$ cat src/rtl/swd_pkg.sv
// Shared sizing constants for the socket window decoder.
// Assumes a 24-bit system bus, a 26-bit card space and 4 KB pages.
package swd_pkg;
    localparam int NUM_MEM_WIN  = 5;
    localparam int NUM_IO_WIN   = 2;
    localparam int SYS_AW       = 24;
    localparam int CARD_AW      = 26;
    localparam int PAGE_LSB     = 12;
    localparam int IO_AW        = 16;
    localparam int LOW_LSB      = 16;
    localparam int WAIT_W       = 2;
    localparam int BASE_CLKS    = 3;
endpackage

$ cat src/rtl/swd_mem_win.sv
// One memory window comparator with page relocation.
// Assumes start/stop are page numbers; both bounds inclusive; offset wraps.
module swd_mem_win #(
    parameter int PG_W  = 12,
    parameter int OFS_W = 14
) (
    input  logic [PG_W-1:0]  page,
    input  logic             en,
    input  logic [PG_W-1:0]  start_pg,
    input  logic [PG_W-1:0]  stop_pg,
    input  logic [OFS_W-1:0] offset,
    output logic             match,
    output logic [OFS_W-1:0] card_page
);
    // Range compare and relocation sum for this window.
    always_comb begin
        match     = en && (page >= start_pg) && (page <= stop_pg);
        card_page = OFS_W'(page) + offset;
    end
endmodule

$ cat src/rtl/swd_io_win.sv
// One I/O window comparator over the full port address.
// Assumes the caller gates DMA cycles; bounds inclusive.
module swd_io_win #(
    parameter int IO_AW = 16
) (
    input  logic [IO_AW-1:0] port,
    input  logic             en,
    input  logic [IO_AW-1:0] start_a,
    input  logic [IO_AW-1:0] stop_a,
    output logic             match
);
    // Inclusive range compare.
    always_comb match = en && (port >= start_a) && (port <= stop_a);
endmodule

$ cat src/rtl/swd_pick.sv
// Lowest-index-wins selector over a request vector.
// Assumes idx is only meaningful while any is high.
module swd_pick #(
    parameter int N  = 5,
    parameter int IW = 3
) (
    input  logic [N-1:0]  req,
    output logic          any,
    output logic [IW-1:0] idx
);
    // Scan from the top so the lowest set request is the last assignment.
    always_comb begin
        any = |req;
        idx = '0;
        for (int i = N - 1; i >= 0; i--) begin
            if (req[i]) idx = IW'(i);
        end
    end
endmodule

$ cat src/rtl/socket_window_decoder.sv
// Decodes one socket's memory and I/O windows and registers the result.
// Assumes sys_addr and cycle qualifiers are stable around the capturing edge
// and that window settings come from an external register file.
module socket_window_decoder
    import swd_pkg::*;
#(
    parameter int NMW  = NUM_MEM_WIN,
    parameter int NIW  = NUM_IO_WIN,
    parameter int SAW  = SYS_AW,
    parameter int CAW  = CARD_AW,
    parameter int PLSB = PAGE_LSB,
    parameter int IAW  = IO_AW,
    parameter int LLSB = LOW_LSB,
    parameter int WSW  = WAIT_W,
    parameter int BCLK = BASE_CLKS
) (
    input  logic                 clk,
    input  logic                 rst_n,
    input  logic                 cyc_valid,
    input  logic                 cyc_io,
    input  logic                 cyc_write,
    input  logic                 aen,
    input  logic [SAW-1:0]       sys_addr,
    input  logic                 card_wait_n,
    input  logic                 card_iois16,
    input  logic [NMW-1:0]       mw_en,
    input  logic [NMW*(SAW-PLSB)-1:0] mw_start,
    input  logic [NMW*(SAW-PLSB)-1:0] mw_stop,
    input  logic [NMW*(CAW-PLSB)-1:0] mw_offset,
    input  logic [NMW-1:0]       mw_wp,
    input  logic [NMW-1:0]       mw_attr,
    input  logic [NMW*WSW-1:0]   mw_wait,
    input  logic [NMW-1:0]       mw_zero_ws,
    input  logic [NMW-1:0]       mw_wide,
    input  logic [NIW-1:0]       iw_en,
    input  logic [NIW*IAW-1:0]   iw_start,
    input  logic [NIW*IAW-1:0]   iw_stop,
    input  logic [NIW-1:0]       iw_wide,
    input  logic [NIW-1:0]       iw_use_iois,
    output logic                 hit,
    output logic [$clog2(NMW > NIW ? NMW : NIW)-1:0] hit_win,
    output logic [CAW-1:0]       card_addr,
    output logic                 reg_n,
    output logic                 wr_inhibit,
    output logic [$clog2(BCLK + (1 << WSW))-1:0] bus_clks,
    output logic                 nows,
    output logic                 wide16
);
    localparam int PG_W  = SAW - PLSB;
    localparam int OFS_W = CAW - PLSB;
    localparam int IDX_W = $clog2(NMW > NIW ? NMW : NIW);
    localparam int CLK_W = $clog2(BCLK + (1 << WSW));

    logic [PG_W-1:0]  page;
    logic [NMW-1:0]   mw_match;
    logic [OFS_W-1:0] mw_cpage [NMW];
    logic [NIW-1:0]   iw_match;
    logic             mem_ok, io_ok;
    logic [NMW-1:0]   mw_req;
    logic [NIW-1:0]   iw_req;
    logic             m_any, i_any;
    logic [IDX_W-1:0] m_idx, i_idx;

    assign page = sys_addr[SAW-1:PLSB];

    genvar g;
    generate
        for (g = 0; g < NMW; g++) begin : g_mw
            swd_mem_win #(.PG_W(PG_W), .OFS_W(OFS_W)) u_win (
                .page      (page),
                .en        (mw_en[g]),
                .start_pg  (mw_start[g*PG_W +: PG_W]),
                .stop_pg   (mw_stop[g*PG_W +: PG_W]),
                .offset    (mw_offset[g*OFS_W +: OFS_W]),
                .match     (mw_match[g]),
                .card_page (mw_cpage[g])
            );
        end
        for (g = 0; g < NIW; g++) begin : g_iw
            swd_io_win #(.IO_AW(IAW)) u_win (
                .port    (sys_addr[IAW-1:0]),
                .en      (iw_en[g]),
                .start_a (iw_start[g*IAW +: IAW]),
                .stop_a  (iw_stop[g*IAW +: IAW]),
                .match   (iw_match[g])
            );
        end
    endgenerate

    // Qualify matches by cycle type, the low-64K hole and DMA.
    always_comb begin
        mem_ok = !cyc_io && (|sys_addr[SAW-1:LLSB]);
        io_ok  = cyc_io && !aen;
        mw_req = mw_match & {NMW{mem_ok}};
        iw_req = iw_match & {NIW{io_ok}};
    end

    swd_pick #(.N(NMW), .IW(IDX_W)) u_mpick (.req(mw_req), .any(m_any), .idx(m_idx));
    swd_pick #(.N(NIW), .IW(IDX_W)) u_ipick (.req(iw_req), .any(i_any), .idx(i_idx));

    logic             n_hit, n_reg_n, n_wrinh, n_nows, n_wide;
    logic [IDX_W-1:0] n_win;
    logic [CAW-1:0]   n_addr;
    logic [CLK_W-1:0] n_clks;

    // Build the next output set from the winning window.
    always_comb begin
        n_hit   = 1'b0;
        n_win   = '0;
        n_addr  = '0;
        n_reg_n = 1'b1;
        n_wrinh = 1'b0;
        n_clks  = '0;
        n_nows  = 1'b0;
        n_wide  = 1'b0;
        if (m_any) begin
            n_hit   = 1'b1;
            n_win   = m_idx;
            n_addr  = {mw_cpage[m_idx], sys_addr[PLSB-1:0]};
            n_reg_n = !mw_attr[m_idx];
            n_wrinh = cyc_write && mw_wp[m_idx];
            n_clks  = CLK_W'(BCLK) + CLK_W'(mw_wait[m_idx*WSW +: WSW]);
            n_nows  = mw_zero_ws[m_idx] && card_wait_n;
            n_wide  = mw_wide[m_idx];
        end else if (i_any) begin
            n_hit   = 1'b1;
            n_win   = i_idx;
            n_addr  = CAW'(sys_addr[IAW-1:0]);
            n_clks  = CLK_W'(BCLK);
            n_wide  = iw_use_iois[i_idx] ? card_iois16 : iw_wide[i_idx];
        end
    end

    // Capture the decode once per qualified bus cycle.
    always_ff @(posedge clk) begin
        if (!rst_n) begin
            hit        <= 1'b0;
            hit_win    <= '0;
            card_addr  <= '0;
            reg_n      <= 1'b1;
            wr_inhibit <= 1'b0;
            bus_clks   <= '0;
            nows       <= 1'b0;
            wide16     <= 1'b0;
        end else if (cyc_valid) begin
            hit        <= n_hit;
            hit_win    <= n_win;
            card_addr  <= n_addr;
            reg_n      <= n_reg_n;
            wr_inhibit <= n_wrinh;
            bus_clks   <= n_clks;
            nows       <= n_nows;
            wide16     <= n_wide;
        end
    end
endmodule

$ cat config.mk
export PLATFORM = sky130hd
export DESIGN_NAME = socket_window_decoder
export DESIGN_NICKNAME = d
export VERILOG_FILES = /design/src/rtl/swd_pkg.sv /design/src/rtl/swd_mem_win.sv /design/src/rtl/swd_io_win.sv /design/src/rtl/swd_pick.sv /design/src/rtl/socket_window_decoder.sv
export SDC_FILE = /design/constraint.sdc
export NUM_CORES = 1
export LEC_CHECK = 0
export BUFFER_PORTS_ARGS = -buffer_cell sky130_fd_sc_hd__buf_4
export CORE_AREA = 2 2 142 144
export CTS_CLUSTER_SIZE = 14
export DETAILED_ROUTE_END_ITERATION = 10
export DIE_AREA = 0 0 144 146
export PLACE_DENSITY = 0.82
export SLEW_MARGIN = 10
export SYNTH_ARGS = -nofsm -noshare
export SYNTH_HDL_FRONTEND = slang
export SYNTH_SLANG_ARGS = --single-unit
$ cat constraint.sdc
create_clock -name clk -period 4 [get_ports clk]
set_clock_uncertainty 0.1 [all_clocks]
set_input_delay 0.8 -clock clk [delete_from_list [all_inputs] [get_ports clk]]
set_output_delay 0.8 -clock clk [all_outputs]
set_load 0.01 [all_outputs]
* Word level (Yosys, flattened, before mapping)
Cells that the tools add are included.
** Storage, ports and cells
- Output and inout port bits :: 37
- Memories kept :: 0
- Word-level logic and storage cells :: 95
- Register bits after elaboration :: 37
- Bits in writable memories :: 0
- Bits in latches :: 0
- Memory bits (read-only) :: 0
- Input bits :: 327
** Cells by class
- Reduce and logical (&&, ||, !) cells :: 24
- Bitwise logic cells :: 3
- $add $sub $neg :: 6
- Equality and inequality tests :: 0
- Multiplexer cells :: 36
- $lt $le $gt $ge :: 17
- Shift operators :: 1
- Divide/modulo/power cells :: 0
- Multipliers :: 0
** Operators by type and width (count)
- 12-bit by 14-bit adder with 14-bit output :: 5
- 12-bit >= comparator :: 5
- 12-bit <= comparator :: 5
- 14-bit binary-select mux with 3-bit select :: 1
- 16-bit >= comparator :: 2
- 16-bit <= comparator :: 2
- 14-bit two-way mux :: 2
- 26-bit two-way mux :: 1
- 3-bit two-way mux :: 8
- 1-bit logical AND :: 18
- 1-bit two-way mux :: 18
- 16-bit two-way mux :: 1
- 1-bit binary-select mux with 3-bit select :: 4
- 10-bit by 5-bit indexed part select with 2-bit output :: 1
- 8-bit OR reduction :: 1
- 5-bit AND :: 1
- 5-bit OR reduction :: 1
- 4-bit >= comparator (second input constant) :: 1
- 3-bit by 4-bit less-than comparator with 1-bit output (second input constant) :: 1
- 3-bit NOT with 4-bit output :: 1
- 2-bit by 2-bit adder with 3-bit output (first input constant) :: 1
- 1-bit logical NOT :: 3
- 3-bit by 2-bit less-than comparator with 1-bit output (second input constant) :: 1
- 2-bit AND :: 1
- 2 further kinds :: 2

* Depth between registers and ports, before layout
Gate-level depths: netlist (run 1).
- Depth after elaboration :: 14
- Mapped depth :: 17
- Depth with buffers taken out :: 15

* Cells and area by module
From an unflattened synthesis (run 1), not the netlist that was laid out.
** Unflattened totals
- Cell total of the unflattened synthesis :: 1314
- Area, all modules :: 10116.0 um^2
** Modules (own cells, without submodules)
- swd_mem_win :: times used 5, area an instance 1224.9 um^2, seq. area each 0.0 um^2, cells each 170
- socket_window_decoder :: times used 1, area an instance 2327.2 um^2, seq. area each 740.7 um^2, cells each 225
- swd_io_win at g_iw[1].u_win :: times used 1, area an instance 793.3 um^2, seq. area each 0.0 um^2, cells each 113
- swd_io_win at g_iw[0].u_win :: times used 1, area an instance 790.8 um^2, seq. area each 0.0 um^2, cells each 113
- swd_pick at u_mpick :: times used 1, area an instance 48.8 um^2, seq. area each 0.0 um^2, cells each 8
- swd_pick at u_ipick :: times used 1, area an instance 31.3 um^2, seq. area each 0.0 um^2, cells each 5

* Worst setup path after synthesis (run 1)
No wires, ideal clock.
- Path kind :: input to register
- Start point :: input sys_addr[12]
- End point :: register bus_clks[1]
- Path slack :: 367 ps
- Library setup time :: 132 ps
- Path buffers :: 1
- Stages on the path :: 15
- Required time :: 3768 ps
- Arrival time :: 3401 ps
- Path through :: inv_1 ha_1 nand2b_1 a21o_1 a211oi_1 o21bai_1 o211a_1 nor3_1 buf_2 mux2i_1 mux2i_1 ha_1 inv_1 a21oi_1 a21oi_1
** Between the ends
- Cells in the longest elaborated chain, start to end :: 12
- Elaborated cells on any way between the ends :: 41
- Classes of those cells :: 1 x add/sub; 14 x order compare; 1 x shift; 7 x mux; 2 x bitwise; 16 x reduce/logical
** Ends and longest elaborated chain
- start: declaration :: line socket_window_decoder.sv:23 : input logic [SAW-1:0] sys_addr,
- 12-bit >= comparator :: line swd_mem_win.sv:17 : match = en && (page >= start_pg) && (page <= stop_pg);
- 1-bit logical AND (2 in a row) :: line swd_mem_win.sv:17
- 5-bit AND :: line socket_window_decoder.sv:94 : mw_req = mw_match & {NMW{mem_ok}};
- 3-bit two-way mux (5 in a row) :: line swd_pick.sv:16 : if (req[i]) idx = IW'(i);
- 10-bit by 5-bit indexed part select with 2-bit output :: line socket_window_decoder.sv:122 : n_clks = CLK_W'(BCLK) + CLK_W'(mw_wait[m_idx*WSW +: WSW]);
- 2-bit by 2-bit adder with 3-bit output :: line socket_window_decoder.sv:122
- 3-bit two-way mux (*) :: line socket_window_decoder.sv:116 : if (m_any) begin
- end signal: assignment :: line socket_window_decoder.sv:151 : bus_clks <= n_clks;
- end: declaration :: line socket_window_decoder.sv:45 : output logic [$clog2(BCLK + (1 << WSW))-1:0] bus_clks,
Every way passes the cells marked *; elsewhere a longest branch is shown, timed or not.
A chain may end at the register's enable or synchronous reset.

* Worst setup path in the final report (run 1)
- Start point :: input sys_addr[20]
- End point :: register bus_clks[1]
** Between the ends
- Cells in the longest elaborated chain, start to end :: 12
- Elaborated cells on any way between the ends :: 32
- Classes of those cells :: 1 x add/sub; 10 x order compare; 1 x shift; 6 x mux; 1 x bitwise; 13 x reduce/logical
** Ends and longest elaborated chain (line)
- 12-bit >= comparator :: swd_mem_win.sv:17
- 1-bit logical AND (2 in a row) :: swd_mem_win.sv:17
- 5-bit AND (*) :: socket_window_decoder.sv:94
- 3-bit two-way mux (5 in a row) :: swd_pick.sv:16
- 10-bit by 5-bit indexed part select with 2-bit output :: socket_window_decoder.sv:122
- 2-bit by 2-bit adder with 3-bit output :: socket_window_decoder.sv:122
- 3-bit two-way mux (*) :: socket_window_decoder.sv:116
Marked as above.

==> results of run 1 <==
[report_power, final]
part | internal (mW) | switching (mW) | leakage (nW)
Clock | 0.230 | 0.165 | 0.0706
Combinational | 0.720 | 0.734 | 6.60
Sequential | 0.391 | 0.0141 | 0.302
Total | 1.34 | 0.913 | 6.97
[final cells by class]
class,count,share of cell area (%)
tap,265,2.58
inverter,191,5.58
timing repair buffer,401,23.6
multi-input combinational,979,61.3
clock buffer,6,1.00
sequential,37,5.77
clock inverter,2,0.0780
[state kept, by name (all words and copies together) (netlist names)]
signal	flops
hit_win	3
wide16	1
bus_clks	3
reg_n	1
card_addr	26
nows	1
wr_inhibit	1
hit	1
[cells in the mapped netlist, drive strengths merged (26+ instances only)]
library cell / n / area, um^2
ha: 245 / 3070
inv: 191 / 717
a21oi: 81 / 409
nand2: 67 / 251
o21ai: 67 / 339
nor2: 58 / 218
dfxtp: 37 / 741
xnor2: 31 / 272
a21o: 30 / 225
nand4: 30 / 188
nor3: 29 / 155
mux2i: 26 / 260
[cell families (layout without fill, tap and decap cells)]
logic type,count (synthesis),count (layout)
AOI/OAI and AO/OA,361,361
xor gates and xnor gates,51,51
adders and majority gates,250,250
buffers and inverters,209,600
DFF,37,37
muxes,31,31
and+or+nand+nor,286,286
[worst paths after layout]
check / from / to / slack, ps / cells after the start
hold / removal: card_addr[11] / card_addr[11] / 380 / 1
setup reg to reg: card_addr[23] / card_addr[23] / 3010 / 3
setup / recovery: sys_addr[20] / bus_clks[1] / 300 / 14
hold reg to reg: card_addr[11] / card_addr[11] / 380 / 1
[stage by stage]
step	util, %	hold WS, ps	cells	area [um^2]	setup WS, ps
3_3_place_gp	65.7	339	1873	12700	155
4_1_cts	66.4	369	1881	12800	322
6_report	66.4	377	1881	12800	296
3_5_place_dp	65.7	356	1873	12700	39.6
5_1_grt	66.4	394	1881	12800	64.6
2_1_floorplan	-	383	1225	9430	367
[per-layer routing]
metal,up-vias,part of all wire (%),wire (um)
met5,-,0.072,25
met4,4,4.4,1540
met3,91,7.8,2700
met2,447,47,16500
met1,4816,40,14100
li1,5249,-,-
==> impl_metrics.csv, run 1 <==
group,metric,value,unit
yosys,syn-cell-area,9430,um^2
setup_path,crit_required,4050,ps
global_route,antenna_found_initial,2,
detailed_routing,detail_route.wl_per_cell,18.5,um
yosys,synthAdderAreaFrac,33.6,%
global_route,overflow,0,
clock_network,cts_tree,"yes",
power_and_ir_drop,power,2.25,mW
final_layout,drive_gt1_share,27.2,%
yosys,async_flop_share,0,%
timing,slew_headroom,34.2,%
clock_network,cts.repair.resized,0,
yosys,synthSimpleGateAreaFrac,15.5,%
setup_path,worst-path-max-fanout,12,
placement,dp_hpwl,30300,um
timing,tns,0,ps
placement,io_buffers,363,
global_route,grt_usage,32.4,%
detailed_routing,vias,10600,
clock_network,clkSinkCount,37,
placement,routabilityCongestion,0.968,
floorplan,start_util,48.8,%
yosys,yosysSeqAreaShare,7.86,%
yosys,synth_top_family_by_area,"adder cells",
setup_path,crit_chain,"buf_4, ha_1, and3_1, a221oi_1, o21ai_1, a211oi_1, o211ai_1, nor4b_4, or2b_1, o211ai_1, ha_1, inv_1, a21oi_1, a21oi_1",
setup_path,start_kind,"input port",
yosys,synth_edf_count,0,
timing,fin_crit_sh,92.6,%
timing,finalSetupViolCount,0,
setup_path,cp.arrival,3750,ps
floorplan,core.rowCount,51,
detailed_routing,drcViolationCount,0,
setup_path,crit_buf_inv,2,
yosys,synth.mux.area_fraction,3.36,%
final_layout,diodes,0,
floorplan,core_area,19300,um^2
global_route,grt_pass1_wl,53800,um
clock_network,cts-buffers-inserted,5,
yosys,synth_nets,1802,
clock_network,holdBufCountCts,0,
setup_path,crit_family,"compound AO/OA/AOI/OAI gates",
detailed_routing,drt_pass1_iterations,5,
flow_run,drv_cap,0,
floorplan,die_w,144,um
clock_network,post-cts-setup-buffers,0,
global_route,grt_max_degree,34,
clock_network,cts.clk_slew.worst_paths,60,ps
timing,finalHoldViolCount,0,
final_layout,final_common_cell,"buf_4",
yosys,synth_cells,1225,
power_and_ir_drop,powerDensity,176,nW/um^2
global_route,grt_pass1_vias,10600,
min_path,hp-class,"register to register",
timing,slew_viol_final,0,
timing,rsz0062_at_grt,"no",
floorplan,ioPinCount,364,
timing,max_freq,270,MHz
detailed_routing,ant_nets,0,
detailed_routing,drt-initial-drc-count,542,
yosys,ys_warn_count,0,
yosys,synth_top_flop_cell,"dfxtp_1",
clock_network,cts-root-buf,"clkbuf_16",
global_route,use_met1,39.0,%
power_and_ir_drop,irDropWorstVdd,0.177,mV
setup_path,cp_slowest_stage_delay,490,ps
global_route,met3_usage,4.84,%
clock_network,worstSkewPairLatency,280,ps
yosys,ys_types,75,
run_status,status,"completed",
yosys,syn_area_per_cell,7.70,um^2
yosys,synth_compound_area_share,26.2,%
floorplan,die_y,146,um
power_and_ir_drop,leakagePower,6.97,nW
detailed_routing,wl,34900,um
final_layout,regArea,741,um^2
detailed_routing,viasPerCell,5.64,
yosys,ys_seq_elements,37,
final_layout,multi_input_comb_area,7880,um^2
timing,layout_min_cycle_time,3700,ps
timing,tightest_slew,983,ps
global_route,met2_usage,56.9,%
final_layout,fillCellCount,1727,
clock_network,cts.path.max_buffers,2,
setup_path,crit_slowest_cell,"nor4b_4",
final_layout,area_delta_synth_final,36.2,%
floorplan,die_area,21000,um^2
setup_path,path_class,"input port to register",
final_layout,fin_nets,2192,
clock_network,htree_levels,2,
global_route,busiest_layer,"met2",
yosys,synthXorXnorAreaFrac,4.74,%
setup_path,worstSetupEndpointType,"register",
final_layout,final_cell_mix,"buf_4 (399), ha_1 (245), inv_1 (191), a21oi_1 (80), nand2_1 (67)",
Note: power is estimated with default switching activity, not from simulation.
==> run 2, diff against run 1 <==
- CORE_AREA: 2 2 142 144 -> 2 2 141 143
- DIE_AREA: 0 0 144 146 -> 0 0 143 145
- PLACE_DENSITY: 0.82 -> 0.83
- clock period: 4 -> 4.45 ns (I/O delays scaled with it)
==> run 2 against run 1 <==
  * Routed wire length down 1.9%
  * Sequential cell count unchanged
  * Worst setup slack better by 230 ps
  * Register-to-register slack better by 460 ps
  * Count of clock-buffer cells in the layout up 1
  * Non-clock buffer count down 24
  * Hold slack worse by 6.3 ps
  * Sequential share of layout area up 0.092 points
  * Sequential power down 9.4%
  * Via count about the same
==> impl_metrics.csv, run 2 (synthesis gave the netlist of run 1 again) <==
group,metric,value,unit
run_status,status,"completed",
clock_network,worstSkewPairLatency,280,ps
power_and_ir_drop,powerDensity,158,nW/um^2
setup_path,start_kind,"input port",
placement,dp_hpwl,28900,um
detailed_routing,viasPerCell,5.71,
clock_network,cts-buffers-inserted,5,
final_layout,largest_reg_flops,26,
detailed_routing,drcViolationCount,0,
global_route,grt_usage,32.4,%
floorplan,core.rowCount,51,
clock_network,clkSinkCount,37,
final_layout,final_common_cell,"buf_4",
floorplan,ioPinCount,364,
clock_network,htree_levels,2,
clock_network,post-cts-setup-buffers,0,
setup_path,crit_required,4510,ps
timing,tightest_slew,794,ps
clock_network,cts.path.max_buffers,2,
floorplan,die_area,20700,um^2
timing,fin_crit_sh,88.1,%
setup_path,worst-path-max-fanout,16,
setup_path,cp.arrival,3980,ps
power_and_ir_drop,leakagePower,6.85,nW
global_route,overflow,0,
floorplan,die_w,143,um
timing,rsz0062_at_grt,"no",
placement,place_area,12500,um^2
timing,finalHoldViolCount,0,
flow_run,drv_cap,0,
detailed_routing,drt_pass1_iterations,5,
timing,tns,0,ps
setup_path,cp_slowest_stage_delay,500,ps
placement,routabilityCongestion,0.917,
floorplan,die_y,145,um
clock_network,cts.repair.resized,0,
clock_network,cts_tree,"yes",
setup_path,crit_buf_inv,2,
power_and_ir_drop,power,2.00,mW
global_route,grt_pass1_wl,53300,um
final_layout,final_cell_mix,"buf_4 (377), ha_1 (245), inv_1 (191), a21oi_1 (80), nand2_1 (67)",
global_route,antenna_found_initial,1,
detailed_routing,ant_nets,0,
detailed_routing,vias,10600,
detailed_routing,wl,34200,um
final_layout,largest_register,"card_addr",
power_and_ir_drop,irDropWorstVdd,0.124,mV
final_layout,drive_gt1_share,26.0,%
setup_path,path_class,"input port to register",
global_route,grt_max_degree,35,
floorplan,start_util,49.1,%
clock_network,cts.clk_slew.worst_paths,60,ps
setup_path,crit_chain,"buf_4, ha_1, a21o_1, a221oi_1, o21ai_1, a211oi_1, o211ai_1, nor4b_4, or2b_1, o211ai_1, ha_1, inv_1, a21oi_1, a21oi_1",
timing,max_freq,255,MHz
timing,slew_headroom,46.9,%
detailed_routing,drt-initial-drc-count,463,
timing,slew_viol_final,0,
timing,layout_min_cycle_time,3920,ps
placement,io_buffers,363,
setup_path,worstSetupEndpointType,"register",
final_layout,design_area,12600,um^2
global_route,grt_pass1_vias,10700,
final_layout,reg_top3,"card_addr: 26 flops, bus_clks: 3 flops, hit_win: 3 flops",
setup_path,crit_slowest_cell,"nor4b_4",
clock_network,cts-root-buf,"clkbuf_16",
floorplan,core_area,19200,um^2
min_path,hp-class,"register to register",
final_layout,area_delta_synth_final,34.1,%
final_layout,fin_nets,2168,
timing,finalSetupViolCount,0,
detailed_routing,detail_route.wl_per_cell,18.4,um
setup_path,crit_family,"compound AO/OA/AOI/OAI gates",
clock_network,holdBufCountCts,0,
-- run 2: path summary, 6_finish.rpt --
check                                    from       endpoint  slack, ps  depth (start not counted)
worst max-delay path             sys_addr[19]    bus_clks[1]        530                         14
worst min-delay path            card_addr[24]  card_addr[24]        370                          2
worst max register to register  card_addr[23]  card_addr[23]       3470                          3
worst min register to register  card_addr[24]  card_addr[24]        370                          2
-- run 2: cell type report --
class | instances | area [um^2]
sequential | 37 | 741
inverter | 191 | 717
multi-input combinational | 979 | 7870
fill | 1704 | 6570
timing repair buffer | 377 | 2830
antenna | 1 | 2.50
tap | 265 | 332
clock buffer | 7 | 143
-- run 2: worst register-to-register path, cell delays in order (launching register included) --
cell,delay [ps]
dfxtp_1,310
nor2b_1,120
o21ai_0,210
o311ai_1,120
-- run 2: power breakdown --
part	switching [mW]	internal (mW)
Combinational	0.650	0.626
Sequential	0.0147	0.352
Clock	0.140	0.220
Total	0.805	1.20
-- run 2: through the flow --
| stage | util, % | instances | hold slack [ps] | setup slack (ps) |
|---|---|---|---|---|
| after global placement | 65.0 | 1849 | 353 | 407 |
| after global routing | 65.8 | 1857 | 386 | 361 |
| after floorplan | - | 1225 | 383 | 727 |
| final | 65.8 | 1857 | 371 | 529 |
| after detailed placement | 65.0 | 1849 | 360 | 303 |
| after CTS | 65.8 | 1856 | 372 | 585 |
-- run 2: routing by layer --
| layer | vias to the layer above | track usage (%) | part of all wire, % |
|---|---|---|---|
| met2 | 494 | 55.4 | 46 |
| met5 | - | 0 | 0 |
| met1 | 4788 | 38.6 | 40 |
| li1 | 5212 | - | - |
| met4 | 0 | 16.9 | 5.8 |
| met3 | 117 | 5.25 | 8.1 |
